`config.mk`:
```
export PLATFORM = sky130hd
export DESIGN_NAME = chipkill_codec
export DESIGN_NICKNAME = d
export VERILOG_FILES = /design/src/rtl/chipkill_codec.sv
export SDC_FILE = /design/constraint.sdc
export NUM_CORES = 2
export LEC_CHECK = 0
export BUFFER_PORTS_ARGS = -buffer_cell sky130_fd_sc_hd__buf_2
export CORE_AREA = 2 2 541 543
export CTS_BUF_LIST = sky130_fd_sc_hd__clkbuf_4
export DETAILED_ROUTE_END_ITERATION = 10
export DIE_AREA = 0 0 543 545
export PLACE_DENSITY_LB_ADDON = 0.15
export SLEW_MARGIN = 10
export SYNTH_ARGS = -nofsm -noshare
export SYNTH_HDL_FRONTEND = slang
export SYNTH_SLANG_ARGS = --single-unit
```
`constraint.sdc`:
```
create_clock -name clk -period 5.15 [get_ports clk]
set_clock_uncertainty 0.2 [all_clocks]
set_input_delay 1.2875 -clock clk [delete_from_list [all_inputs] [get_ports clk]]
set_output_delay 1.2875 -clock clk [all_outputs]
set_load 0.005 [all_outputs]
```
`src/rtl/chipkill_codec.sv`:
```
module chipkill_codec #(
  parameter int WORDS = 4,
  parameter int DBITS = 64,
  parameter int CBITS = 8
) (
  input  logic                                    clk,
  input  logic                                    rst_n,
  input  logic                                    wr_valid,
  input  logic [WORDS*DBITS-1:0]                  wr_data,
  input  logic [WORDS*DBITS/8-1:0]                wr_strb,
  input  logic [WORDS*DBITS-1:0]                  wr_base,
  output logic                                    enc_valid,
  output logic [WORDS*(DBITS+CBITS)-1:0]          enc_line,
  input  logic                                    rd_valid,
  input  logic [WORDS*(DBITS+CBITS)-1:0]          rd_line,
  output logic                                    dec_valid,
  output logic [WORDS*DBITS-1:0]                  dec_data,
  output logic [WORDS-1:0]                        dec_corr,
  output logic [WORDS-1:0]                        dec_uncorr,
  output logic                                    line_uncorr,
  output logic                                    chip_fail,
  output logic [$clog2(DBITS+CBITS)-1:0]          chip_idx
);
  localparam int NB = DBITS + CBITS;
  localparam int LD = WORDS * DBITS;
  localparam int LS = WORDS * NB;
  localparam int PW = $clog2(NB);

  function automatic logic [NB*CBITS-1:0] build_cols();
    logic [NB*CBITS-1:0] t;
    int n;
    t = '0;
    n = 0;
    for (int v = 1; v < (1 << CBITS); v++) begin
      if (n < DBITS && ($countones(v[CBITS-1:0]) % 2 == 1) && $countones(v[CBITS-1:0]) >= 3) begin
        t[n*CBITS +: CBITS] = v[CBITS-1:0];
        n++;
      end
    end
    for (int i = 0; i < CBITS; i++) t[(DBITS+i)*CBITS + i] = 1'b1;
    return t;
  endfunction

  localparam logic [NB*CBITS-1:0] COLS = build_cols();

  logic [LD-1:0]    merged;
  logic [LS-1:0]    enc_n;
  logic [LD-1:0]    data_n;
  logic [WORDS-1:0] corr_n, unc_n;
  logic [PW-1:0]    pos_n [WORDS];
  logic             same_pos, chip_n;

  for (genvar b = 0; b < LD/8; b++) begin : g_merge
    assign merged[8*b +: 8] = wr_strb[b] ? wr_data[8*b +: 8] : wr_base[8*b +: 8];
  end

  always_comb begin : p_enc
    logic [CBITS-1:0] chk;
    enc_n = '0;
    for (int w = 0; w < WORDS; w++) begin
      chk = '0;
      for (int k = 0; k < DBITS; k++) begin
        if (merged[w*DBITS+k]) chk = chk ^ COLS[k*CBITS +: CBITS];
        enc_n[k*WORDS+w] = merged[w*DBITS+k];
      end
      for (int i = 0; i < CBITS; i++) enc_n[(DBITS+i)*WORDS+w] = chk[i];
    end
  end

  always_comb begin : p_dec
    logic [NB-1:0]    cw;
    logic [CBITS-1:0] syn;
    logic             hit;
    data_n = '0;
    corr_n = '0;
    unc_n  = '0;
    for (int w = 0; w < WORDS; w++) begin
      syn = '0;
      hit = 1'b0;
      pos_n[w] = '0;
      for (int p = 0; p < NB; p++) begin
        cw[p] = rd_line[p*WORDS+w];
        if (cw[p]) syn = syn ^ COLS[p*CBITS +: CBITS];
      end
      for (int p = 0; p < NB; p++) begin
        if (syn == COLS[p*CBITS +: CBITS]) begin
          hit = 1'b1;
          pos_n[w] = PW'(p);
          cw[p] = ~cw[p];
        end
      end
      corr_n[w] = (syn != '0) && hit;
      unc_n[w]  = (syn != '0) && !hit;
      data_n[w*DBITS +: DBITS] = cw[DBITS-1:0];
    end
  end

  always_comb begin
    same_pos = 1'b1;
    for (int w = 1; w < WORDS; w++) same_pos = same_pos && (pos_n[w] == pos_n[0]);
  end

  assign chip_n = (&corr_n) && same_pos;

  always_ff @(posedge clk) begin
    if (!rst_n) begin
      enc_valid   <= 1'b0;
      enc_line    <= '0;
      dec_valid   <= 1'b0;
      dec_data    <= '0;
      dec_corr    <= '0;
      dec_uncorr  <= '0;
      line_uncorr <= 1'b0;
      chip_fail   <= 1'b0;
      chip_idx    <= '0;
    end else begin
      enc_valid   <= wr_valid;
      if (wr_valid) enc_line <= enc_n;
      dec_valid   <= rd_valid;
      if (rd_valid) dec_data <= data_n;
      dec_corr    <= rd_valid ? corr_n : '0;
      dec_uncorr  <= rd_valid ? unc_n : '0;
      line_uncorr <= rd_valid && (|unc_n);
      chip_fail   <= rd_valid && chip_n;
      chip_idx    <= (rd_valid && chip_n) ? pos_n[0] : '0;
    end
  end
endmodule


```
==> impl_metrics.py <==
metrics = {
    "synth": {
        "synth_mux_area_frac": 0.0711,
        "ys_seq_elements": 563,
        "synth.distinct_cells": 85,
        "synth-edff-count": 0,
        "synth_top_area_frac": 0.265,
        "synth_flop_cell": "dfxtp_1",
        "synth_xor_area_frac": 0.328,
        "synth_adder_area_share": 0,
        "synthesis.instances": 4910,
        "synthesis.area_mm2": 0.0425,
        "synth_nets": 5746,
        "postSynthAreaPerCell_um2": 8.66,
        "synth_compound_area_frac": 0.170,
        "ys_top_cells_by_area": "dfxtp_1, xnor2_1, a211oi_1, nor2_1, mux2i_1",
        "seq_area_frac_synth": 0.265,
        "synth_top_area_cell": "dfxtp_1",
        "yosys_warnings": 0,
        "synth-simple-area-share": 0.136,
        "synth_top_family_by_area": "XOR/XNOR gates",
        "synthArstFlopShare": 0,
    },
    "floorplan": {
        "placementRows": 198,
        "ios": 1399,
        "start_util": 0.147,
        "die-height_um": 545,
        "die_area_mm2": 0.296,
        "fp.coreArea_mm2": 0.290,
        "die_w_um": 543,
    },
    "setup_path": {
        "required_ns": 6.08,
        "crit_type": "in -> reg",
        "worstPathMaxFanout": 7,
        "r2r-end": "dec_data[53]",
        "crit-reg2reg-launch": "dec_data[53]",
        "cp-end-kind": "flip-flop",
        "rr_worst_depth": 3,
        "startpoint_type": "primary input",
        "r2r_slack_ns": 3.70,
        "startpoint": "rd_line[153]",
        "critPathArrivalTime_ns": 6.09,
    },
    "place": {
        "dp_slack_ns": -1.78,
        "io_buffers": 1398,
        "hpwl_um": 315000,
        "place_congestion": 0.943,
    },
    "sta": {
        "min_period_ns": 5.16,
        "rsz0062_at_grt": "no",
        "hold_slack_ns": 0.212,
        "maxSlewHeadroom": 0.238,
        "setup_viol": 1,
        "worst_pin_slew_ns": 1.13,
        "fmax_ghz": 0.194,
        "period_share": 1.00,
        "timing.final.ws_setup_ns": -0.0106,
        "hold_viol": 0,
        "finalMaxSlewViolations": 0,
    },
    "finish": {
        "multi_input_area_mm2": 0.0308,
        "drive_gt1_frac": 0.408,
        "area_growth_pct": 56.6,
        "fill_cells": 32600,
        "num-nets-final": 8272,
        "regArea_mm2": 0.0113,
    },
    "grt": {
        "grt_first_pass_wirelength_um": 462000,
        "grt_pass1_vias": 49500,
        "grt_max_degree": 183,
        "grt.overflow.total": 0,
        "grt_usage": 0.233,
        "grt_antenna_before_repair": 153,
    },
    "detailed_routing": {
        "dr.pass1.iters": 5,
        "dr.first_iter.drc_count": 2648,
        "viasPerCell": 4.20,
        "num_vias": 48400,
        "drcViolationCount": 0,
        "ant_nets": 0,
        "routed_wl_um": 360000,
        "wl_per_cell_um": 31.2,
    },
    "clock_network": {
        "clk_path_buf_depth": 4,
        "cts_tree": "yes",
        "clkLatencyLatePin_ns": 1.23,
        "numCtsBuffers": 197,
        "cts.sinks": 563,
        "htreeDepth": 4,
        "clkTransAtPathRegs_ns": 0.08,
        "cts_root_buffer": "clkbuf_4",
    },
    "worst_hold_path": {
        "whs_path_depth": 3,
        "hold_start": "wr_base[219]",
        "min_to": "enc_line[111]",
        "min_path_type": "in -> reg",
    },
    "pwr": {
        "power_density_mw_per_mm2": 742,
        "leakage_nw": 28.7,
        "ir_drop_v": 0.000439,
    },
    "run_status": {
        "status": "complete, but fails checks",
        "failed_checks": "setup timing",
    },
    "run": {
        "cap_violations": 0,
    },
}
-- cell families (layout without fill, tap and decap cells) --
kind of cell,Yosys count,count (layout)
DFF,563,563
AOI/OAI and AO/OA,1026,1026
muxes,301,301
other,0,49
buffers and inverters,333,2996
and+or+nand+nor,1313,1313
xor gates and xnor gates,1374,1374
-- how the worst max path moves through the flow --
| stage | cells after the start | end | slack [ns] |
|---|---|---|---|
| finish | 20 | chip_idx[1] | -0.01 |
| global route | 18 | chip_idx[1] | 0.01 |
| CTS | 20 | chip_idx[1] | 0.002 |
| detailed placement | 20 | chip_idx[6] | -1.78 |
| global placement | 20 | chip_idx[5] | -1.87 |
| floorplan | 16 | chip_idx[5] | -0.1 |
-- synthesized netlist by cell type, types with 13 or more instances --
library cell and instances:
and3_1 17, o32ai_1 16, a21oi_1 97, clkbuf_1 274, xnor3_1 104, nand2_1 132
mux2i_1 294, o22ai_1 25, xnor2_1 978, o21ai_1 24, o211ai_1 14, nor4_1 13
dfxtp_1 563, or3_1 107, a311oi_1 94, buf_2 22, nand3_1 62, a211oi_1 458
and2_1 14, buf_1 26, nor3_1 102, a21o_1 15, xor2_1 257, nor2_1 795
o21ai_0 165
-- layer usage --
layer	track usage	up-vias	share of wire
li1	-	22600	-
met1	0.233	23100	0.35
met2	0.430	1866	0.51
met3	0.0660	640	0.071
met4	0.134	86	0.066
met5	0	-	0.0015
-- flip-flops by register name, indices dropped and copies added (netlist names) --
register     count
enc_line       288
dec_data       256
chip_idx         7
dec_corr         4
dec_uncorr       4
chip_fail        1
dec_valid        1
enc_valid        1
line_uncorr      1
-- per-stage QoR --
step / total power (W) / cells / TNS, ns / util / instance area, um2
global placement: 0.0446 / 11100 / -22.96 / 0.219 / 63400
CTS: 0.0496 / 11500 / 0 / 0.228 / 66100
floorplan: 0.0223 / 4910 / -0.604 / - / 43100
finish: 0.0494 / 11500 / -0.0106 / 0.229 / 66600
detailed placement: 0.0441 / 11100 / -21.33 / 0.219 / 63400
global route: 0.0522 / 11500 / 0 / 0.229 / 66500
-- layout make-up --
cell class | count | area share
timing repair buffer | 2650 | 0.256
multi-input combinational | 4014 | 0.463
sequential | 563 | 0.169
clock buffer | 275 | 0.0310
clock inverter | 61 | 0.00445
antenna | 49 | 0.00184
inverter | 10 | 0.000677
tap | 3900 | 0.0733
-- power by group --
| group | total [W] | switching [W] | internal (W) |
|---|---|---|---|
| logic | 0.0392 | 0.0213 | 0.0179 |
| registers | 0.00509 | 0.000278 | 0.00481 |
| clock network | 0.00511 | 0.00262 | 0.00249 |
| total | 0.0494 | 0.0242 | 0.0252 |
-- what timing repair did --
action | 4_1_cts | 5_1_grt
pin swaps | 0 | 7
endpoints found under the hold margin | 28 | 0
buffers inserted | 0 | 3
hold buffers | 32 | 0
gates resized for setup | 2 | 49
setup endpoints to repair | 8 | 8
-- cells in the final DEF (no fill, tap or decap), types with 17 or more instances in the layout --
master / synthesis / final
dfxtp_1: 563 / 563
o21ai_0: 165 / 160
buf_4: 0 / 1175
a311oi_1: 94 / 93
buf_2: 22 / 1396
buf_12: 0 / 44
clkbuf_4: 0 / 275
xor2_1: 257 / 247
nand2_1: 132 / 128
a211oi_1: 458 / 457
a21oi_1: 97 / 93
xnor2_1: 978 / 945
xnor3_1: 104 / 94
nor2_1: 795 / 790
xnor2_2: 9 / 35
mux2i_1: 294 / 288
o21ai_1: 24 / 17
diode_2: 0 / 49
xnor3_2: 7 / 17
clkinv_1: 0 / 47
or3_1: 107 / 105
o22ai_1: 25 / 24
nor3_1: 102 / 91
dlygate4sd3_1: 0 / 32
nand3_1: 62 / 62
-- critical path, cell delays in order --
cell and delay, ns:
dlygate4sd3_1 0.53, buf_2 0.15, xnor2_1 0.20, xnor3_2 0.40
buf_4 0.17, xnor2_4 0.15, xnor2_4 0.27, buf_6 0.20
xor2_4 0.10, buf_12 0.16, buf_4 0.14, buf_4 0.15
nand2_1 0.16, or3_4 0.21, nand4b_1 0.20, or4_4 0.61
o21a_1 0.18, or4_1 0.51, buf_4 0.18, nor2_1 0.09
No activity file was read; power rests on OpenSTA's default activity.
